### config.mk
export PLATFORM = sky130hd
export DESIGN_NAME = infilt_bank
export DESIGN_NICKNAME = d
export VERILOG_FILES = /design/src/rtl/infilt_pkg.sv /design/src/rtl/infilt_sync.sv /design/src/rtl/infilt_regs.sv /design/src/rtl/infilt_divider.sv /design/src/rtl/infilt_cell.sv /design/src/rtl/infilt_bank.sv
export SDC_FILE = /design/constraint.sdc
export NUM_CORES = 1
export LEC_CHECK = 0
export ABC_CLOCK_PERIOD_IN_PS = 3000
export BUFFER_PORTS_ARGS = -buffer_cell sky130_fd_sc_hd__clkbuf_2
export CORE_ASPECT_RATIO = 2
export CORE_MARGIN = 2
export CORE_UTILIZATION = 60
export CTS_CLUSTER_SIZE = 10
export DETAILED_ROUTE_END_ITERATION = 8
export PLACE_DENSITY = 0.82
export SKIP_LAST_GASP = 1
export SLEW_MARGIN = 25
export SYNTH_ARGS = -nofsm -noshare
export SYNTH_HDL_FRONTEND = slang
export SYNTH_SLANG_ARGS = --single-unit
### constraint.sdc
create_clock -name clk -period 3 [get_ports clk]
set_input_delay 0.3 -clock clk [delete_from_list [all_inputs] [get_ports clk]]
set_output_delay 0.3 -clock clk [all_outputs]
set_load 0.05 [all_outputs]
### src/rtl/infilt_pkg.sv
package infilt_pkg;
  localparam int ADDR_W = 3;
  localparam logic [ADDR_W-1:0] A_EN_SET  = 3'd0;
  localparam logic [ADDR_W-1:0] A_EN_CLR  = 3'd1;
  localparam logic [ADDR_W-1:0] A_DEB_SET = 3'd2;
  localparam logic [ADDR_W-1:0] A_DEB_CLR = 3'd3;
  localparam logic [ADDR_W-1:0] A_DIV     = 3'd4;
endpackage

### src/rtl/infilt_sync.sv
module infilt_sync #(
  parameter int WIDTH  = 32,
  parameter int STAGES = 2
) (
  input  logic             clk,
  input  logic             rst_n,
  input  logic [WIDTH-1:0] d,
  output logic [WIDTH-1:0] q
);
  logic [WIDTH-1:0] stg [STAGES];

  always_ff @(posedge clk or negedge rst_n) begin
    if (!rst_n) begin
      for (int i = 0; i < STAGES; i++) stg[i] <= '0;
    end else begin
      stg[0] <= d;
      for (int i = 1; i < STAGES; i++) stg[i] <= stg[i-1];
    end
  end

  assign q = stg[STAGES-1];
endmodule

### src/rtl/infilt_regs.sv
module infilt_regs
  import infilt_pkg::*;
#(
  parameter int NPINS  = 32,
  parameter int DIV_W  = 14,
  parameter int DATA_W = 32
) (
  input  logic              clk,
  input  logic              rst_n,
  input  logic              wr_en,
  input  logic [ADDR_W-1:0] wr_addr,
  input  logic [DATA_W-1:0] wr_data,
  input  logic [ADDR_W-1:0] rd_addr,
  output logic [DATA_W-1:0] rd_data,
  output logic [NPINS-1:0]  en_q,
  output logic [NPINS-1:0]  deb_q,
  output logic [DIV_W-1:0]  div_q,
  output logic [NPINS-1:0]  restart,
  output logic              div_wr
);
  logic [NPINS-1:0] mask;
  logic             unused_wdata;

  assign mask         = wr_data[NPINS-1:0];
  assign unused_wdata = ^wr_data;

  always_ff @(posedge clk or negedge rst_n) begin
    if (!rst_n) begin
      en_q  <= '0;
      deb_q <= '0;
      div_q <= '0;
    end else if (wr_en) begin
      case (wr_addr)
        A_EN_SET:  en_q  <= en_q | mask;
        A_EN_CLR:  en_q  <= en_q & ~mask;
        A_DEB_SET: deb_q <= deb_q | mask;
        A_DEB_CLR: deb_q <= deb_q & ~mask;
        A_DIV:     div_q <= wr_data[DIV_W-1:0];
        default: ;
      endcase
    end
  end

  // Only pins whose mode actually flips are restarted.
  always_comb begin
    restart = '0;
    if (wr_en && wr_addr == A_DEB_SET) restart = mask & ~deb_q;
    if (wr_en && wr_addr == A_DEB_CLR) restart = mask & deb_q;
  end

  assign div_wr = wr_en && (wr_addr == A_DIV);

  always_comb begin
    rd_data = '0;
    case (rd_addr)
      A_EN_SET:  rd_data[NPINS-1:0] = en_q;
      A_DEB_SET: rd_data[NPINS-1:0] = deb_q;
      A_DIV:     rd_data[DIV_W-1:0] = div_q;
      default: ;
    endcase
  end
endmodule

### src/rtl/infilt_divider.sv
module infilt_divider #(
  parameter int DIV_W = 14
) (
  input  logic             clk,
  input  logic             rst_n,
  input  logic             slow_tick,
  input  logic [DIV_W-1:0] div_q,
  input  logic             div_wr,
  output logic             dtick
);
  localparam int CNT_W = DIV_W + 1;

  logic [CNT_W-1:0] cnt;
  logic [CNT_W-1:0] last;

  // Period of 2*(div+1) slow ticks: terminal count is 2*div+1.
  assign last  = {div_q, 1'b1};
  assign dtick = slow_tick && (cnt == last);

  always_ff @(posedge clk or negedge rst_n) begin
    if (!rst_n)         cnt <= '0;
    else if (div_wr)    cnt <= '0;
    else if (dtick)     cnt <= '0;
    else if (slow_tick) cnt <= cnt + 1'b1;
  end
endmodule

### src/rtl/infilt_cell.sv
module infilt_cell (
  input  logic clk,
  input  logic rst_n,
  input  logic sync_lvl,
  input  logic en,
  input  logic deb,
  input  logic dtick,
  input  logic restart,
  output logic lvl
);
  logic cand;
  logic primed;
  logic sample;

  assign sample = deb ? dtick : 1'b1;

  always_ff @(posedge clk or negedge rst_n) begin
    if (!rst_n) begin
      lvl    <= 1'b0;
      cand   <= 1'b0;
      primed <= 1'b0;
    end else if (!en) begin
      lvl    <= sync_lvl;
      cand   <= sync_lvl;
      primed <= ~restart;
    end else if (restart) begin
      cand   <= sync_lvl;
      primed <= 1'b0;
    end else if (sample) begin
      cand   <= sync_lvl;
      primed <= 1'b1;
      if (primed && (sync_lvl == cand)) lvl <= sync_lvl;
    end
  end
endmodule

### src/rtl/infilt_bank.sv
module infilt_bank
  import infilt_pkg::*;
#(
  parameter int NPINS       = 32,
  parameter int DIV_W       = 14,
  parameter int DATA_W      = 32,
  parameter int SYNC_STAGES = 2
) (
  input  logic              clk,
  input  logic              rst_n,
  input  logic [NPINS-1:0]  pin_async,
  input  logic              slow_tick,
  input  logic              wr_en,
  input  logic [2:0]        wr_addr,
  input  logic [DATA_W-1:0] wr_data,
  input  logic [2:0]        rd_addr,
  output logic [DATA_W-1:0] rd_data,
  output logic [NPINS-1:0]  pin_level
);
  logic [NPINS-1:0] pin_sync;
  logic [NPINS-1:0] en_q;
  logic [NPINS-1:0] deb_q;
  logic [DIV_W-1:0] div_q;
  logic [NPINS-1:0] restart;
  logic             div_wr;
  logic             dtick;

  infilt_sync #(.WIDTH(NPINS), .STAGES(SYNC_STAGES)) u_sync (
    .clk(clk), .rst_n(rst_n), .d(pin_async), .q(pin_sync)
  );

  infilt_regs #(.NPINS(NPINS), .DIV_W(DIV_W), .DATA_W(DATA_W)) u_regs (
    .clk(clk), .rst_n(rst_n), .wr_en(wr_en), .wr_addr(wr_addr),
    .wr_data(wr_data), .rd_addr(rd_addr), .rd_data(rd_data),
    .en_q(en_q), .deb_q(deb_q), .div_q(div_q), .restart(restart),
    .div_wr(div_wr)
  );

  infilt_divider #(.DIV_W(DIV_W)) u_div (
    .clk(clk), .rst_n(rst_n), .slow_tick(slow_tick), .div_q(div_q),
    .div_wr(div_wr), .dtick(dtick)
  );

  for (genvar i = 0; i < NPINS; i++) begin : g_pin
    infilt_cell u_cell (
      .clk(clk), .rst_n(rst_n), .sync_lvl(pin_sync[i]), .en(en_q[i]),
      .deb(deb_q[i]), .dtick(dtick), .restart(restart[i]),
      .lvl(pin_level[i])
    );
  end
endmodule

Yosys cells after proc, flatten, opt, wreduce, memory -nomap -nowiden --
Index checks and enable logic that the tools add are counted.
Operators by class: $add $sub $neg 1, eq/ne operators 167, multiplexer cells 361, bitwise logic cells 40, reduce and logical (&&, ||, !) cells 76
Operators by type and width (count):
- 2-to-1 mux 1 bit | 352
- bitwise AND 32 bit | 4
- inequality test 2 x 1 -> 1 bit (second input constant) | 64
- case mux 32 bit (2 select lines) | 2
- inequality test 3 x 2 -> 1 bit (second input constant) | 32
- AND reduction 3 bit | 32
- 2-to-1 mux 32 bit | 2
- inequality test 2 bit (second input constant) | 32
- inverter 32 bit | 2
- OR 32 bit | 2
- 2-to-1 mux 15 bit | 3
- case mux 14 bit (3 select lines) | 1
- logical AND 1 bit | 36
- case mux 18 bit (2 select lines) | 1
- == test 1 bit | 32
- inverter 1 bit | 32
- adder 15 x 1 -> 15 bit (second input constant) | 1
- == test 15 bit | 1
- == test 3 x 2 -> 1 bit (second input constant) | 3
- == test 3 bit (second input constant) | 2
- logical NOT 3 bit | 2
- AND reduction 2 bit | 3
- nonzero test 2 bit | 2
- == test 3 x 1 -> 1 bit (second input constant) | 1
- nonzero test 3 bit | 1
Storage, ports and cells: flip-flop bits (word level) 253, input bits 74, output and inout port bits 64

Depth between registers and ports, before layout --
word-level depth 6, mapped depth 8, depth with buffers taken out 6

Cells and area by module --
Synthesis repeated with hierarchy kept, for this count alone.
Second synthesis, totals: cell total of the unflattened synthesis 1057, area total of the unflattened synthesis 12170.4 sq um
By module, submodules not included:
- infilt_cell | instances 32, cells each 13, area an instance 155.1 sq um
- infilt_regs | instances 1, cells each 446, area an instance 4423.0 sq um
- infilt_sync | instances 1, cells each 96, area an instance 1841.8 sq um
- infilt_divider | instances 1, cells each 99, area an instance 940.9 sq um

Least setup slack after synthesis --
OpenSTA, ideal clock, no wires.
path type input -> output, from input port rd_addr[1], to output port rd_data[22], data arrival time 1.909 ns, required time 2.700 ns, path slack 0.791 ns, stages 4, buffers on the path 2, cell sequence buf_2 > nor3b_1 > clkbuf_1 > a22o_1
Between the ends: longest elaborated chain between the ends 2
Ends and longest elaborated chain:
- from (decl) | RTL line infilt_bank.sv:16 | input logic [2:0] rd_addr,
- == test 3 x 2 -> 1 bit or logical NOT 3 bit (tied branches) | RTL line infilt_regs.sv:55 | case (rd_addr)
- case mux 18 bit (2 select lines) * | RTL line infilt_regs.sv:55
- to (decl) | RTL line infilt_bank.sv:17 | output logic [DATA_W-1:0] rd_data,
Every way passes the cells marked *; elsewhere a longest branch is shown, timed or not.

Worst setup path in the final report --
from register u_div.cnt[13], to register g_pin[28].u_cell.lvl
Between the ends: longest elaborated chain between the ends 5
Ends and longest elaborated chain:
- from (decl) | RTL line infilt_divider.sv:13 | logic [CNT_W-1:0] cnt;
- from (signal assigned) | RTL line infilt_divider.sv:24 | else if (slow_tick) cnt <= cnt + 1'b1;
- == test 15 bit | RTL line infilt_divider.sv:18 | assign dtick = slow_tick && (cnt == last);
- logical AND 1 bit | RTL line infilt_divider.sv:18
- 2-to-1 mux 1 bit | RTL line infilt_cell.sv:15 | assign sample = deb ? dtick : 1'b1;
- inequality test 2 x 1 -> 1 bit (no source line)
- AND reduction 3 bit (no source line)
- to (signal assigned) | RTL line infilt_cell.sv:23 | lvl <= sync_lvl;
- to (signal assigned) | RTL line infilt_cell.sv:32 | if (primed && (sync_lvl == cand)) lvl <= sync_lvl;
- to (decl) | RTL line infilt_cell.sv:9 | output logic lvl
No other way between the ends. A chain may end at the register's enable or synchronous reset.

==> summary.md <==
| Metric | Value |
|---|---|
| Final critical-path required period | `2500 ps` |
| Avg WL per Cell | `roughly 17 microns` |
| Largest net degree at the start of global routing | `80` |
| CTS Buf Count | `29` |
| Die Height | `200.8 microns` |
| Synth cell types | `41` |
| Ys Warns | `0` |
| Leak pwr | `5.993 nW` |
| HP Class | `input port to register` |
| GRT Total Usage | `24.78%` |
| Cells after Synth | `1074` |
| Post-Synth Adder-Cell Area | `0.1077%` |
| Type of the worst setup path | `register to register` |
| Setup WS pre-CTS | `549.1 ps` |
| Layout cell share with drive strength beyond 1 | `between 20 and 25%` |
| HPWL Detailed | `16.10 mm` |
| Grt total ovfl | `0` |
| Synthesized cell area | `about 0.012 sq mm` |
| Critical path's slowest cell | `nor4_1` |
| Post-synthesis sequential area ratio | `54.50%` |
| Post-route setup slack | `500.4 ps` |
| CP endpoint kind | `register` |
| I/O pin total | `138` |
| Post-synth EDFFs | `0` |
| Largest family of logic cells by synthesized area | `simple AND/OR/NAND/NOR gates` |
| RSZ-0062 raised after global routing | `false` |
| Clock sink count | `~250` |
| Worst-path cell chain | `xor2_1 > nor4_1 > and4_4 > buf_12 > a2bb2oi_1 > mux2_2` |
| Simple logic cell fraction of the synthesized area | `15.66%` |
| Status | `finished clean` |
| CTS tree | `built` |
| Post-synthesis mux area share | `under 10%` |
| IO buf count | `137` |
| Synth Area in XOR/XNOR | `6.634%` |
| WL final | `around 25 mm` |
| Starting density of the core | `60.54%` |
| Critical path arrival | `approximately 2900 ps` |
| FFs w/ async S/R, synth | `100.0%` |
| Slew Viols, Final | `0` |
| Final #Nets | `1293` |
| Crit Path Max Fanout | `47` |
| Vias in the first global route | `8519` |
| Syn nets | `approximately 1100` |
| Via density | `between 5 and 6` |
| Number of detailed-route iterations in the first pass | `4` |
| Synth Area in Compound Gates | `between 10% and 20%` |
| First-pass GRT wire length | `40.73 mm` |
| Max Cap Viol | `0` |
| Fin util | `roughly 70%` |
| Synth Flop Type | `dfrtp_1` |
| H-tree depth | `1` |
| Clock Tree Buf Depth | `3` |
| Site Rows | `roughly 70` |
| FILL cells | `~1400` |
| Routed vias | `8292` |
| Peak VDD IR | `0.5209 mV` |
| Root buffer cell | `clkbuf_16` |
| Final setup viols | `0` |
| Critical path's largest stage delay | `530 ps` |
| Core Footprint | `around 0.019 sq mm` |
| Final ANT Viol Nets | `0` |
| # Post-CTS Setup Buffers | `0` |
| Initial antenna violation count | `1` |
| # placed instances | `about 1400` |
| Fin cells | `1477` |
| Die area | `0.02056 sq mm` |
| DRC Markers | `0` |
| Area growth syn-to-layout | `15.75%` |
| Syn_area_per_cell | `10.82 sq um` |
| Worst Setup Start Kind | `register` |
| Clock Skew | `roughly 8 ps` |
| CP Data Required Time | `3420 ps` |
| Final TNS setup | `0 ps` |
| Fmax | `~400 MHz` |
| Clk_lat worst skew | `540 ps` |
| #FFs+latches synth | `253` |
| Worst-path clk slew | `approximately 60 ps` |
| Drt initial violations | `286` |
| GP Congestion | `0.8949` |
| Final hold slack | `roughly 20 ps` |
| Slew @ Worst Pin | `768.0 ps` |
| Die W | `between 100 and 150 microns` |
| Relative slew margins | `48.80%` |
| CP Buf/Inv Count | `1` |
| Power Dens Cells | `slightly below 700 mW/mm^2` |
| Delay-heaviest family, CP | `simple AND/OR/NAND/NOR gates` |
| Fin. Hold Viols | `0` |
| Fin crit share | `83.32%` |
==> synthesized netlist by cell type, types with 12 or more instances <==
cell type,number,area (sq um)
a21oi_1,17,85.08
a22o_1,18,157.7
a2bb2oi_2,15,225.2
and3_1,14,87.58
buf_4,36,270.3
clkbuf_1,27,101.4
dfrtp_1,253,6331
mux2_1,26,292.8
mux2_2,23,259.0
mux2_4,15,225.2
mux2i_1,18,180.2
nand2_1,223,837.1
nand3_1,44,220.2
nand4_1,24,150.1
nor2_1,54,202.7
nor3_1,19,95.09
nor3_2,12,120.1
o21ai_0,75,375.4
o21ai_2,13,113.9
o31a_1,19,166.4
xnor2_1,66,578.1
xor2_1,22,192.7
==> final timing paths <==
kind                            slack [ps]  cells past startpoint              endpoint           start
max in group asynchronous             1830                      3             async pin           rst_n
min in group asynchronous              300                      2   g_pin[9].u_cell.lvl           rst_n
worst max-delay path                   500                      6  g_pin[28].u_cell.lvl   u_div.cnt[13]
worst min register to register         340                      0          u_sync.q[11]  u_sync.stg[43]
worst min-delay path                    20                      3       u_regs.div_q[0]      wr_data[0]
worst max register to register         500                      6  g_pin[28].u_cell.lvl   u_div.cnt[13]
==> cells in the final DEF (no fill, tap or decap), types with 2 or more instances in the layout <==
master           n
a21oi_1         17
a22o_1          18
a2bb2oi_1        4
a2bb2oi_2       15
a31oi_1          2
and3_1          14
buf_12           5
buf_4           15
clkbuf_16       29
clkbuf_2       135
dfrtp_1        253
dlygate4sd3_1   35
inv_1            2
mux2_1          26
mux2_2          23
mux2_4          15
mux2i_1         18
nand2_1        223
nand3_1         44
nand4_1         24
nor2_1          54
nor3_1          18
nor3_2          13
nor3b_2          2
nor4_1           6
o21ai_0         75
o21ai_2         13
o31a_1          19
xnor2_1         66
xor2_1          22
==> cell type report <==
cell class | instances | area (sq um) | share of cell area (%)
Clock buffer | 29 | 725.7 | 5.397
Inverter | 2 | 7.507 | 0.05583
Timing Repair Buffer | 191 | 1254 | 9.324
Antenna cell | 1 | 2.502 | 0.01861
Clock inverter | 1 | 8.758 | 0.06513
Multi-Input combinational cell | 741 | 4793 | 35.65
Tap cell | 259 | 324.1 | 2.410
Sequential cell | 253 | 6331 | 47.08
==> layer usage <==
metal | track usage (%) | part of all wire (%) | vias up
li1 | - | - | 3942
met1 | 30.42 | 39 | 4074
met2 | 42.20 | 53 | 220
met3 | 4.074 | 4.9 | 56
met4 | 11.14 | 3.3 | 0
met5 | 0 | 0 | -
==> where the power goes <==
| group | leakage [nW] | total, mW | switching [mW] | internal, mW |
|---|---|---|---|---|
| sequential | 2.96 | 4.29 | 0.437 | 3.85 |
| clock | 0.362 | 2.94 | 1.26 | 1.69 |
| combinational | 2.67 | 1.90 | 1.14 | 0.762 |
==> worst reg2reg max path, cell delays in order (launching register included) <==
cell and delay [ps]:
dfrtp_1 430, xor2_1 160, nor4_1 530, and4_4 370, buf_12 270, a2bb2oi_1 270, mux2_2 350
==> cells by family after synthesis <==
kind of cell | after synthesis
multiplexers | 82
AND/OR/NAND/NOR | 404
AO/OA/AOI/OAI | 166
adder cells (fa/ha/maj) | 1
XOR/XNOR | 88
flip-flops | 253
buffers and inverters | 80
==> per-stage QoR <==
step | total power, mW | area [sq um]
floorplan | 5.804 | 11620
global placement | 6.137 | 12360
detailed placement | 6.208 | 12360
CTS | 9.206 | 13440
global route | 9.585 | 13450
finish | 9.133 | 13450
==> timing repair <==
action,CTS,global route
hold buffers,35,0
setup endpoints to repair,0,0
resized for setup,0,0
endpoints found under the hold margin,108,0
No activity file was read; power rests on OpenSTA's default activity.
